<file path="src/rtl/msm_pkg.sv">
package msm_pkg;
   localparam int LINES = 4;

   // Internal line index; equals the position inside each status nibble.
   typedef enum int {
      LN_CTS = 0,
      LN_DSR = 1,
      LN_RI  = 2,
      LN_DCD = 3
   } line_e;

   // Lines whose flag marks only the end of an assertion (filtered pin rising).
   localparam logic [LINES-1:0] TRAIL_ONLY = 4'b0100;

   function automatic logic [2*LINES-1:0] pack_status(input logic [LINES-1:0] lvl_n,
                                                      input logic [LINES-1:0] flags);
      return {~lvl_n, flags};
   endfunction
endpackage

</file>
<file path="src/rtl/msm_sync.sv">
module msm_sync #(
   parameter int WIDTH     = 4,
   parameter int STAGES    = 2,
   parameter bit RESET_VAL = 1'b1
) (
   input  logic             clk,
   input  logic             rst_n,
   input  logic [WIDTH-1:0] d_async,
   output logic [WIDTH-1:0] q_sync
);
   if (STAGES < 1) begin : g_bad_stages
      $error("msm_sync: STAGES must be at least 1");
   end
   if (WIDTH < 1) begin : g_bad_width
      $error("msm_sync: WIDTH must be at least 1");
   end

   logic [WIDTH-1:0] chain [STAGES];

   always_ff @(posedge clk or negedge rst_n) begin
      if (!rst_n) begin
         chain[0] <= {WIDTH{RESET_VAL}};
      end else begin
         chain[0] <= d_async;
      end
   end

   for (genvar s = 1; s < STAGES; s++) begin : g_stage
      always_ff @(posedge clk or negedge rst_n) begin
         if (!rst_n) begin
            chain[s] <= {WIDTH{RESET_VAL}};
         end else begin
            chain[s] <= chain[s-1];
         end
      end
   end

   assign q_sync = chain[STAGES-1];
endmodule

</file>
<file path="src/rtl/msm_glitch_filter.sv">
module msm_glitch_filter #(
   parameter int DEPTH     = 2,
   parameter bit RESET_LVL = 1'b1
) (
   input  logic clk,
   input  logic rst_n,
   input  logic sample_en,
   input  logic din,
   output logic dout
);
   if (DEPTH < 1) begin : g_bad_depth
      $error("msm_glitch_filter: DEPTH must be at least 1");
   end

   if (DEPTH == 1) begin : g_direct
      // A single sample is enough: follow the input on every tick.
      always_ff @(posedge clk or negedge rst_n) begin
         if (!rst_n) begin
            dout <= RESET_LVL;
         end else if (sample_en) begin
            dout <= din;
         end
      end
   end else begin : g_vote
      localparam int HIST = DEPTH - 1;
      logic [HIST-1:0]  hist;
      logic [DEPTH-1:0] window;
      logic             all_hi;
      logic             all_lo;

      assign window = {hist, din};
      assign all_hi = &window;
      assign all_lo = ~(|window);

      always_ff @(posedge clk or negedge rst_n) begin
         if (!rst_n) begin
            hist <= {HIST{RESET_LVL}};
            dout <= RESET_LVL;
         end else if (sample_en) begin
            hist <= window[HIST-1:0];
            if (all_hi) begin
               dout <= 1'b1;
            end else if (all_lo) begin
               dout <= 1'b0;
            end
         end
      end
   end
endmodule

</file>
<file path="src/rtl/msm_change_flags.sv">
module msm_change_flags #(
   parameter int           N         = 4,
   parameter logic [N-1:0] TRAIL     = '0,
   parameter bit           RESET_LVL = 1'b1
) (
   input  logic         clk,
   input  logic         rst_n,
   input  logic [N-1:0] lvl_n,
   input  logic         clr,
   output logic [N-1:0] flags
);
   if (N < 1) begin : g_bad_n
      $error("msm_change_flags: N must be at least 1");
   end

   logic [N-1:0] lvl_n_d;
   logic [N-1:0] event_hit;

   always_ff @(posedge clk or negedge rst_n) begin
      if (!rst_n) begin
         lvl_n_d <= {N{RESET_LVL}};
      end else begin
         lvl_n_d <= lvl_n;
      end
   end

   for (genvar i = 0; i < N; i++) begin : g_line
      if (TRAIL[i]) begin : g_trail
         // Pin returning high: the line has just been released.
         assign event_hit[i] = ~lvl_n_d[i] & lvl_n[i];
      end else begin : g_any
         assign event_hit[i] = lvl_n_d[i] ^ lvl_n[i];
      end

      always_ff @(posedge clk or negedge rst_n) begin
         if (!rst_n) begin
            flags[i] <= 1'b0;
         end else if (event_hit[i]) begin
            flags[i] <= 1'b1;
         end else if (clr) begin
            flags[i] <= 1'b0;
         end
      end
   end
endmodule

</file>
<file path="src/rtl/modem_status_monitor.sv">
module modem_status_monitor #(
   parameter int SYNC_STAGES = 2,
   parameter int FILT_DEPTH  = 2
) (
   input  logic       clk,
   input  logic       rst_n,
   input  logic       tick2x,
   input  logic       cts_n_pin,
   input  logic       dsr_n_pin,
   input  logic       dcd_n_pin,
   input  logic       ri_n_pin,
   input  logic       status_rd,
   output logic [7:0] status_q,
   output logic       irq
);
   import msm_pkg::*;

   localparam int SW = 2 * LINES;

   if (SW != 8) begin : g_bad_lines
      $error("modem_status_monitor: status word must be 8 bits");
   end

   logic [LINES-1:0] pins_n;
   logic [LINES-1:0] sync_n;
   logic [LINES-1:0] filt_n;
   logic [LINES-1:0] flags;

   always_comb begin
      pins_n         = '0;
      pins_n[LN_CTS] = cts_n_pin;
      pins_n[LN_DSR] = dsr_n_pin;
      pins_n[LN_RI]  = ri_n_pin;
      pins_n[LN_DCD] = dcd_n_pin;
   end

   msm_sync #(
      .WIDTH     (LINES),
      .STAGES    (SYNC_STAGES),
      .RESET_VAL (1'b1)
   ) u_sync (
      .clk     (clk),
      .rst_n   (rst_n),
      .d_async (pins_n),
      .q_sync  (sync_n)
   );

   for (genvar l = 0; l < LINES; l++) begin : g_filt
      msm_glitch_filter #(
         .DEPTH     (FILT_DEPTH),
         .RESET_LVL (1'b1)
      ) u_filt (
         .clk       (clk),
         .rst_n     (rst_n),
         .sample_en (tick2x),
         .din       (sync_n[l]),
         .dout      (filt_n[l])
      );
   end

   msm_change_flags #(
      .N         (LINES),
      .TRAIL     (TRAIL_ONLY),
      .RESET_LVL (1'b1)
   ) u_flags (
      .clk     (clk),
      .rst_n   (rst_n),
      .lvl_n   (filt_n),
      .clr     (status_rd),
      .flags   (flags)
   );

   assign status_q = pack_status(filt_n, flags);
   assign irq      = |flags;
endmodule

</file>
<file path="config.mk">
export PLATFORM = sky130hd
export DESIGN_NAME = modem_status_monitor
export DESIGN_NICKNAME = d
export VERILOG_FILES = /design/src/rtl/msm_pkg.sv /design/src/rtl/msm_sync.sv /design/src/rtl/msm_glitch_filter.sv /design/src/rtl/msm_change_flags.sv /design/src/rtl/modem_status_monitor.sv
export SDC_FILE = /design/constraint.sdc
export NUM_CORES = 1
export LEC_CHECK = 0
export ABC_AREA = 1
export BUFFER_PORTS_ARGS = -buffer_cell sky130_fd_sc_hd__buf_2
export CORE_UTILIZATION = 49
export DETAILED_ROUTE_END_ITERATION = 10
export PLACE_DENSITY = 0.69
export SYNTH_ARGS = -nofsm -noshare
export SYNTH_HDL_FRONTEND = slang
export SYNTH_SLANG_ARGS = --single-unit
</file>
<file path="constraint.sdc">
create_clock -name clk -period 1.56 [get_ports clk]
set_clock_uncertainty 0.2 [all_clocks]
set_input_delay 0.312 -clock clk [delete_from_list [all_inputs] [get_ports clk]]
set_output_delay 0.312 -clock clk [all_outputs]
set_load 0.005 [all_outputs]
</file>
After elaboration in Yosys (flattened, before gate mapping) --
Index checks and enable logic that the tools add are counted.
Storage, ports and cells: word-level logic and storage cells 55, output and inout port bits 9, flip-flop bits (word level) 24, bits of input ports 8
Operators by class: equality and inequality tests 4, mux-type cells 13, bitwise gates (word level) 6, reduce and logical (&&, ||, !) cells 17
Operators with widths (count):
- AND reduction 2 bit | 8
- 2-to-1 mux 1 bit | 13
- inequality test 2 x 1 -> 1 bit (second input constant) | 4
- nonzero test 2 bit | 4
- OR reduction 2 bit | 4
- NOT 4 bit | 1
- OR reduction 4 bit | 1
- XOR 1 bit | 3
- bitwise AND 1 bit | 1
- NOT 1 bit | 1

Logic depth before layout (Yosys ltp) --
Gate-level depths: netlist of the first run.
word-level depth 3, depth in mapped cells 5, depth with buffers taken out 5

Modules after synthesis --
A second synthesis of the first run with hierarchy kept.
Unflattened totals: cells, all modules 93, area total of the unflattened synthesis 953.4 µm²
By module, submodules not included:
- msm_glitch_filter | cells an instance 11, area an instance 97.6 µm², instances 4
- msm_change_flags | cells an instance 30, area an instance 296.5 µm², instances 1
- msm_sync | cells an instance 12, area an instance 240.2 µm², instances 1
- modem_status_monitor | cells an instance 7, area an instance 26.3 µm², instances 1

Worst setup path after synthesis of the first run --
OpenSTA, ideal clock, no wires.
path kind register -> register, from register g_filt[0].u_filt.g_vote.hist, to register g_filt[0].u_filt.dout, setup slack 0.377 ns, period minus slack after synthesis 1.183 ns, path buffers 0, data required time 1.284 ns, stages on the path, launching flop included 6, library setup time 0.076 ns, data arrival time 0.907 ns, cell sequence dfstp_2 > ha_1 > inv_1 > nand2_1 > nand2_1 > nand2_1
On the way: cells in the longest elaborated chain, start to end 3, elaborated cells between the ends (all ways) 5, classes of those cells eq/ne (1); mux (1); reduce/logical (3)
RTL lines:
- from (decl) | RTL line msm_glitch_filter.sv:26 | logic [HIST-1:0] hist;
- from (signal assigned) | RTL line msm_glitch_filter.sv:37 | hist <= {HIST{RESET_LVL}};
- from (signal assigned) | RTL line msm_glitch_filter.sv:40 | hist <= window[HIST-1:0];
- OR reduction 2 bit or AND reduction 2 bit (tied branches) | RTL line msm_glitch_filter.sv:33, msm_glitch_filter.sv:32
- inequality test 2 x 1 -> 1 bit (no line)
- AND reduction 2 bit (no line)
- to (signal assigned) | RTL line msm_glitch_filter.sv:38 | dout <= RESET_LVL;
- to (signal assigned) | RTL line msm_glitch_filter.sv:42 | dout <= 1'b1;
- to (signal assigned) | RTL line msm_glitch_filter.sv:44 | dout <= 1'b0;
- to (decl) | RTL line msm_glitch_filter.sv:9 | output logic dout
Several ways; a longest one is shown, not always the timed one. A chain may end at the register's enable or synchronous reset.

Worst setup path after layout of the first run --
from register g_filt[3].u_filt.dout, to output port status_q[7]
On the way: cells in the longest elaborated chain, start to end 1
RTL lines:
- from (decl) | RTL line msm_glitch_filter.sv:9
- from (signal assigned) | RTL line msm_glitch_filter.sv:38
- from (signal assigned) | RTL line msm_glitch_filter.sv:42
- from (signal assigned) | RTL line msm_glitch_filter.sv:44
- NOT 4 bit | RTL line msm_pkg.sv:17 | return {~lvl_n, flags};
- to (decl) | RTL line modem_status_monitor.sv:13 | output logic [7:0] status_q,
Every way passes these cells.

==> results.cfg, run 1 <==
[status]
status = finished clean

[drt]
drtIter0Drc = 8
drtAntennaViolNets = 0
drt-pass1-iter-count = 3
wl_per_cell_um = 9.40
via_count = 625
viasPerCell = 4.46
drt-total-wl_um = 1320
drc = 0

[clocking]
numCtsBuffers = 3
htreeDepth = 1
clk_pin_slew_ns = 0.12
worstSkewPairLatency_ns = 0.30
cts_tree = built
numClockSinks = 24
clock_path_buffers = 2
root_buffer = clkbuf_4

[critical_path]
critPathCaptureType = output port
r2r_slack_ns = 0.30
worstPathMaxFanout = 2
criticalPathCategory = reg -> out
critPathLaunchType = register
crit_end = status_q[7]
cp.required_ns = 1.05
reg2reg_depth = 5
startpoint = g_filt[3].u_filt.dout$_DFFE_PN1P_
r2r-end = g_filt[0].u_filt.dout$_DFFE_PN1P_
rr_startpoint = g_filt[0].u_filt.g_vote.hist$_DFFE_PN1P_
critPathArrivalTime_ns = 1.01

[placement]
postPlaceCellArea_um2 = 1020
dp_cells = 126
place_congestion = 0.648
place_hpwl_um = 921
dp_slack_ns = 0.313
portBuffers = 16

[layout]
finish.utilization = 0.658
final_area_um2 = 1150
area_growth_syn_to_layout_pct = 25.4
antenna_cells = 0
fin_cells = 140
fillers = 137
drive_gt1_frac = 0.417
nNetsFinal = 128
seqCellArea_um2 = 626
multiInputGateArea_um2 = 219

[synthesis]
avgSynthCellArea_um2 = 10.6
synth-seq-area-share = 0.683
ys_seq_elements = 24
syn_area_um2 = 916
synth_warnings = 0
syn_inst = 86
yosys.cell_types.count = 9
syn_nets = 98

[global_routing]
grt_pass1_vias = 544
grt_pass1_wl_um = 2100
grt-ovfl-total = 0
grt.total_usage = 0.147
grt_antenna_before_repair = 0
grt_max_degree = 25

[timing]
period_share = 0.973
worstMarginPinSlew_ns = 0.492
slew_headroom = 0.672
rsz0062_at_grt = true
fmax_mhz = 659
setup_slack_ns = 0.0429
drv_slew = 0
setup_viol = 0
hold_viol_final = 0
period_needed_ns = 1.52

[run]
maxCapViolCount = 0

[die]
rows = 15
coreArea_um2 = 1750
chipWidth_um = 45.2
io_pins = 17
die_y_um = 45.2
fp.dieArea_um2 = 2050
floorplan.initialDensity = 0.525

[power]
p_leak_nw = 0.568
power_density_nw_per_um2 = 1160
p_total_mw = 1.33
ir_drop_mv = 0.674

[min_path]
hold_path.class = in -> reg
where the power goes:
part,internal [mW],switching [mW]
clock network,0.0996,0.165
registers,0.747,0.0527
logic,0.141,0.126
worst max-delay path: stages (launching register included):
cell and delay (ns):
dfstp_2 0.56, inv_2 0.04, buf_6 0.10
what timing repair did:
item	4_1_cts	5_1_grt
resized for setup	0	7
setup buffers	4	1
hold endpoints to repair	8	0
hold buffers	5	0
endpoints found under the setup margin	4	5
cell usage after synthesis:
| master | number | area, um^2 |
|---|---|---|
| nand2_1 | 27 | 101 |
| dfstp_2 | 20 | 526 |
| inv_1 | 16 | 60.1 |
| nand3_1 | 7 | 35.0 |
| o21ai_0 | 5 | 25.0 |
| dfrtp_1 | 4 | 100 |
| ha_1 | 4 | 50.1 |
| nor2_1 | 2 | 7.51 |
| buf_6 | 1 | 11.3 |
placed cells by master, fill, tap and decap left out:
master and n:
nand2_1 27, inv_2 4, clkbuf_4 3, dfrtp_1 4, dfstp_2 20, nor2_1 2, buf_4 5, ha_1 4
nand3_1 7, clkbuf_1 1, dlygate4sd3_1 5, o21ai_0 5, inv_1 12, buf_2 13, buf_6 3
final cells by class:
type / instances / area share
Inverter: 16 / 0.0523
Tap cell: 25 / 0.0272
Multi-Input combinational cell: 45 / 0.191
Sequential cell: 24 / 0.545
Clock buffer: 4 / 0.0229
Timing Repair Buffer: 26 / 0.162
how the worst min path moves through the flow:
| stage | start | endpoint | slack (ns) | cells past startpoint |
|---|---|---|---|---|
| 2_1_floorplan | rst_n | u_flags.flags[0]$_DFFE_PN0P_ | -0.18 | 0 |
| 3_3_place_gp | rst_n | u_flags.flags[3]$_DFFE_PN0P_ | 0.10 | 1 |
| 3_5_place_dp | rst_n | u_flags.flags[3]$_DFFE_PN0P_ | 0.11 | 1 |
| 4_1_cts | status_rd | u_flags.flags[2]$_DFFE_PN0P_ | 0.09 | 4 |
| 5_1_grt | status_rd | u_flags.flags[2]$_DFFE_PN0P_ | 0.10 | 4 |
| 6_report | status_rd | u_flags.flags[2]$_DFFE_PN0P_ | 0.10 | 4 |
registers in the layout, summed over array words and instances, names as in the netlist:
register	cells
g_filt.u_filt.dout	4
g_filt.u_filt.g_vote.hist	4
u_flags.flags	4
u_flags.lvl_n_d	4
u_sync.chain	4
u_sync.q_sync	4
stage by stage:
stage               TNS [ns]  hold slack, ns
floorplan                  0          -0.184
global placement           0           0.100
detailed placement         0           0.109
CTS                        0          0.0867
global route        -0.00780           0.101
finish                     0           0.103
layer usage:
| metal | GRT usage | wire [um] | up-vias |
|---|---|---|---|
| met5 | 0 | 0 | - |
| met4 | 0.0909 | 9 | 0 |
| met3 | 0.0240 | 42 | 2 |
| met2 | 0.267 | 683 | 15 |
| met1 | 0.156 | 581 | 289 |
| li1 | - | - | 319 |
kinds of logic after synthesis:
group,count (synthesis),share of synthesized area
adders and majority gates,4,0.0546
and+or+nand+nor,36,0.157
DFF,24,0.683
buffers and inverters,17,0.0779
AOI/OAI and AO/OA,5,0.0273
Note: power is estimated with default switching activity, not from simulation.
==> run 2, diff against run 1 <==
- ABC_AREA: 1 -> 0
==> results.cfg, run 2 <==
[timing]
rsz0062_at_grt = true
finalSetupTns_ns = 0
fmax_mhz = 645
whs_ns = 0.0228
hold_viol_final = 0
slew_headroom = 0.669
drv_slew = 0
setup_slack_ns = 0.0102
setup_viol = 0
period_share = 0.993
period_needed_ns = 1.55
worstMarginPinSlew_ns = 0.496

[drt]
drt-total-wl_um = 1190
wl_per_cell_um = 10.9
via_count = 500
viasPerCell = 4.59
drtAntennaViolNets = 0
drtIter0Drc = 1
drc = 0
drt-pass1-iter-count = 2

[synthesis]
synth_warnings = 0
yosys.cell_types.count = 12
syn_nets = 69
synth-edff-count = 0
synth-async-reset-ratio = 1.00
syn_area_um2 = 931
syn_inst = 57
post-synth-top-count-cell = dfstp_2
netlist.area_leader.share = 0.565
yosysTopAreaCell = dfstp_2
synth-seq-area-share = 0.672
avgSynthCellArea_um2 = 16.3
ys_top_cells_by_area = dfstp_2, dfrtp_1, mux2_4, nor2b_4, ha_1
ys_seq_elements = 24
synthTopCellsByCount = dfstp_2, inv_1
synth_top_flop_cell = dfstp_2

[critical_path]
critPathCaptureType = output port
reg2reg_depth = 3
slowest_stage = dfstp_2
worstPathMaxFanout = 4
cpPeakStageDelay_ns = 0.58
critPathLaunchType = register
critPathArrivalTime_ns = 1.04
rr_startpoint = g_filt[1].u_filt.g_vote.hist$_DFFE_PN1P_
cp_num_buf_inv = 2
r2r_slack_ns = 0.07
r2r-end = g_filt[1].u_filt.dout$_DFFE_PN1P_
cp_num_cells = 2
criticalPathCategory = reg -> out
cp.required_ns = 1.05
critPathTopFamily = flip-flops
worstPathCellList = inv_1 -> buf_2

[clocking]
root_buffer = clkbuf_4
cts_tree = built
htreeDepth = 1
clock_path_buffers = 2
numCtsBuffers = 3
worstSkewPairLatency_ns = 0.30
numClockSinks = 24
clk_pin_slew_ns = 0.12

[die]
chipWidth_um = 45.6
io_pins = 17
floorplan.initialDensity = 0.533
die_y_um = 45.6
rows = 15
coreArea_um2 = 1750
fp.dieArea_um2 = 2080

[global_routing]
grt_pass1_vias = 472
grt_pass1_wl_um = 1880
grt_max_degree = 25
grt.total_usage = 0.138
grt-ovfl-total = 0
grt_antenna_before_repair = 0

[layout]
final_area_um2 = 1150
multiInputGateArea_um2 = 264
fin_cells = 109
seqCellArea_um2 = 626
finish.utilization = 0.657
final_common_cell = dfstp_2
nNetsFinal = 97
area_growth_syn_to_layout_pct = 23.1
antenna_cells = 0
drive_gt1_frac = 0.679
layout_common_cells = dfstp_2, buf_2, inv_1
fillers = 144

[placement]
place_hpwl_um = 778
dp_cells = 97
place_congestion = 0.670
postPlaceCellArea_um2 = 1030
dp_slack_ns = 0.0746
portBuffers = 16

[status]
status = finished clean

[power]
p_leak_nw = 0.521
power_density_nw_per_um2 = 1300
p_total_mw = 1.49
ir_drop_mv = 0.826

[run]
maxCapViolCount = 0

[min_path]
hp-start = status_rd
whs_endpoint = u_flags.flags[2]$_DFFE_PN0P_
hold_path.class = in -> reg
hold_path_depth = 2
-- run 2: cell type report --
| type | count | share of cell area |
|---|---|---|
| inverter | 8 | 0.0262 |
| sequential | 24 | 0.546 |
| clock buffer | 4 | 0.0317 |
| multi-input combinational | 24 | 0.230 |
| timing repair buffer | 24 | 0.139 |
| tap | 25 | 0.0273 |
-- run 2: worst register-to-register path, cell delays in order, from the launching register on --
cell	delay, ns
dfstp_2	0.55
ha_1	0.26
nor2b_4	0.13
mux2_4	0.30
-- run 2: what timing repair did --
item                                    4_1_cts  5_1_grt
resized for setup                             0        3
setup buffers                                 2        1
hold buffers                                  5        0
endpoints found under the hold margin         8        0
endpoints found under the setup margin        2        4
-- run 2: kinds of logic (layout without fill, tap and decap cells) --
group                    after synthesis  after routing  share of synthesized area
AO/OA/AOI/OAI                          4              4                     0.0228
multiplexers                           8              8                      0.113
flip-flops                            24             24                      0.672
adder cells (fa/ha/maj)                4              4                     0.0538
XOR/XNOR                               3              3                     0.0282
buffers and inverters                  9             36                     0.0444
AND/OR/NAND/NOR                        5              5                     0.0659
-- run 2: layer usage --
| layer | GRT usage | vias up | share of wire |
|---|---|---|---|
| li1 | - | 237 | - |
| met1 | 0.136 | 243 | 0.43 |
| met2 | 0.240 | 16 | 0.50 |
| met3 | 0.0357 | 4 | 0.043 |
| met4 | 0.109 | 0 | 0.028 |
| met5 | 0 | - | 0 |
-- run 2: where the power goes --
| group | internal [mW] | switching, mW | total, mW | leakage, nW |
|---|---|---|---|---|
| Combinational | 0.199 | 0.142 | 0.340 | 0.243 |
| Sequential | 0.782 | 0.0576 | 0.840 | 0.257 |
| Clock | 0.142 | 0.170 | 0.313 | 0.0210 |
-- run 2: worst max-delay path by stage --
stage	from	endpoint	slack, ns
floorplan	g_filt[0].u_filt.g_vote.hist$_DFFE_PN1P_	g_filt[0].u_filt.dout$_DFFE_PN1P_	0.13
global placement	g_filt[0].u_filt.g_vote.hist$_DFFE_PN1P_	g_filt[0].u_filt.dout$_DFFE_PN1P_	0.12
detailed placement	g_filt[1].u_filt.g_vote.hist$_DFFE_PN1P_	g_filt[1].u_filt.dout$_DFFE_PN1P_	0.07
CTS	g_filt[1].u_filt.dout$_DFFE_PN1P_	status_q[5]	0.0004
global route	g_filt[1].u_filt.dout$_DFFE_PN1P_	status_q[5]	-0.04
finish	g_filt[1].u_filt.dout$_DFFE_PN1P_	status_q[5]	0.01
==> run 3, diff against run 2 <==
- CORE_UTILIZATION: 49 -> 47
- clock period: 1.56 -> 1.3 ns (I/O delays scaled with it)
==> results.cfg, run 3 (synthesis gave the netlist of run 2 again) <==
[drt]
drtIter0Drc = 0
via_count = 505
viasPerCell = 4.51
drc = 0
drtAntennaViolNets = 0
drt-total-wl_um = 1230
drt-pass1-iter-count = 1
wl_per_cell_um = 11.0

[die]
coreArea_um2 = 1780
io_pins = 17
rows = 15
fp.dieArea_um2 = 2160
floorplan.initialDensity = 0.522
die_y_um = 46.5
chipWidth_um = 46.5

[min_path]
hold_path.class = in -> reg
whs_endpoint = g_filt[2].u_filt.g_vote.hist$_DFFE_PN1P_
hold_path_depth = 2
hp-start = tick2x

[timing]
setup_slack_ns = -0.153
rsz0062_at_grt = true
whs_ns = 0.134
hold_viol_final = 0
drv_slew = 0
setup_viol = 9
slew_headroom = 0.660
period_share = 1.12
period_needed_ns = 1.45
fmax_mhz = 688
worstMarginPinSlew_ns = 0.510

[clocking]
worstSkewPairLatency_ns = 0.30
htreeDepth = 1
numCtsBuffers = 3
cts_tree = built
clk_pin_slew_ns = 0.12
numClockSinks = 24
clock_path_buffers = 2
root_buffer = clkbuf_4

[global_routing]
grt_antenna_before_repair = 0
grt_pass1_vias = 469
grt_max_degree = 25
grt_pass1_wl_um = 1860
grt.total_usage = 0.133
grt-ovfl-total = 0

[critical_path]
cp.required_ns = 0.84
worstPathMaxFanout = 2
critPathCaptureType = output port
rr_startpoint = g_filt[0].u_filt.g_vote.hist$_DFFE_PN1P_
r2r-end = g_filt[0].u_filt.dout$_DFFE_PN1P_
reg2reg_depth = 3
critPathArrivalTime_ns = 0.99
r2r_slack_ns = -0.14
criticalPathCategory = reg -> out
critPathLaunchType = register

[status]
violations = setup timing
status = finished, violations left

[layout]
multiInputGateArea_um2 = 314
drive_gt1_frac = 0.759
final_common_cell = dfstp_2
nNetsFinal = 101
layout_common_cells = dfstp_2, buf_2, dlygate4sd3_1, buf_4, inv_2
fillers = 132
seqCellArea_um2 = 626
area_growth_syn_to_layout_pct = 31.9
antenna_cells = 0

[power]
p_total_mw = 1.82
power_density_nw_per_um2 = 1480
ir_drop_mv = 0.858
p_leak_nw = 0.536

[placement]
place_hpwl_um = 805
place_congestion = 0.628
portBuffers = 16

[run]
maxCapViolCount = 0
## run 3: cell types whose count changed in the layout (fill, tap and decap cells not counted), moves of 3 or more
cell   before  now
ha_4        0    4
inv_2       2    5
ha_1        4    0
inv_1       6    3
buf_4       3    6
## run 3: final cells by class
cell class | instances | share of cell area
Timing Repair Buffer | 28 | 0.166
Multi-Input combinational cell | 24 | 0.256
Tap cell | 25 | 0.0255
Inverter | 8 | 0.0245
Clock buffer | 3 | 0.0183
Sequential cell | 24 | 0.510
## run 3: worst max-delay path: stages (launching register included)
cell and delay, ns:
dfstp_2 0.55, inv_2 0.04, buf_6 0.10
## run 3: power by group
part	total (mW)	internal, mW	switching [mW]
Sequential	1.02	0.939	0.0768
Combinational	0.502	0.311	0.191
Clock	0.304	0.108	0.196
Total	1.82	1.36	0.463
## run 3: worst max path at each step
| stage | startpoint | endpoint | slack, ns | cells after the start |
|---|---|---|---|---|
| 6_report | g_filt[2].u_filt.dout$_DFFE_PN1P_ | status_q[6] | -0.15 | 2 |
| 5_1_grt | u_flags.flags[1]$_DFFE_PN0P_ | irq | -0.19 | 3 |
| 4_1_cts | g_filt[2].u_filt.dout$_DFFE_PN1P_ | status_q[6] | -0.18 | 2 |
| 3_5_place_dp | u_sync.q_sync[0]$_DFF_PN1_ | g_filt[0].u_filt.dout$_DFFE_PN1P_ | -0.13 | 3 |
| 3_3_place_gp | u_sync.q_sync[0]$_DFF_PN1_ | g_filt[0].u_filt.dout$_DFFE_PN1P_ | -0.11 | 3 |
| 2_1_floorplan | u_sync.q_sync[0]$_DFF_PN1_ | g_filt[0].u_filt.dout$_DFFE_PN1P_ | -0.10 | 3 |
## run 3: through the flow
stage                     area [um^2]  worst slack [ns]  TNS (ns)   util  cells
after detailed placement         1080            -0.134    -0.489  0.606     97
final                            1230            -0.153     -1.27  0.688    112
after global routing             1230            -0.194     -1.72  0.688    112
after CTS                        1210            -0.177     -1.38  0.678    112
after global placement           1080            -0.110    -0.434  0.606     97
after floorplan                   981            -0.103    -0.411      -     57
## run 3: what timing repair did
item                                    4_1_cts  5_1_grt
resized for setup                             1        7
endpoints found under the setup margin        9       13
endpoints found under the hold margin        12        0
buffers inserted                              6        0
hold buffers                                  6        0
pin swaps                                     1        2
## run 3: routing by layer
layer  vias up  global-route usage  routed length, um
li1        244                   -                  -
met1       244               0.136                544
met2        15               0.233                632
met3         2              0.0235                 43
met4         0               0.106                  8
met5         -                   0                  0
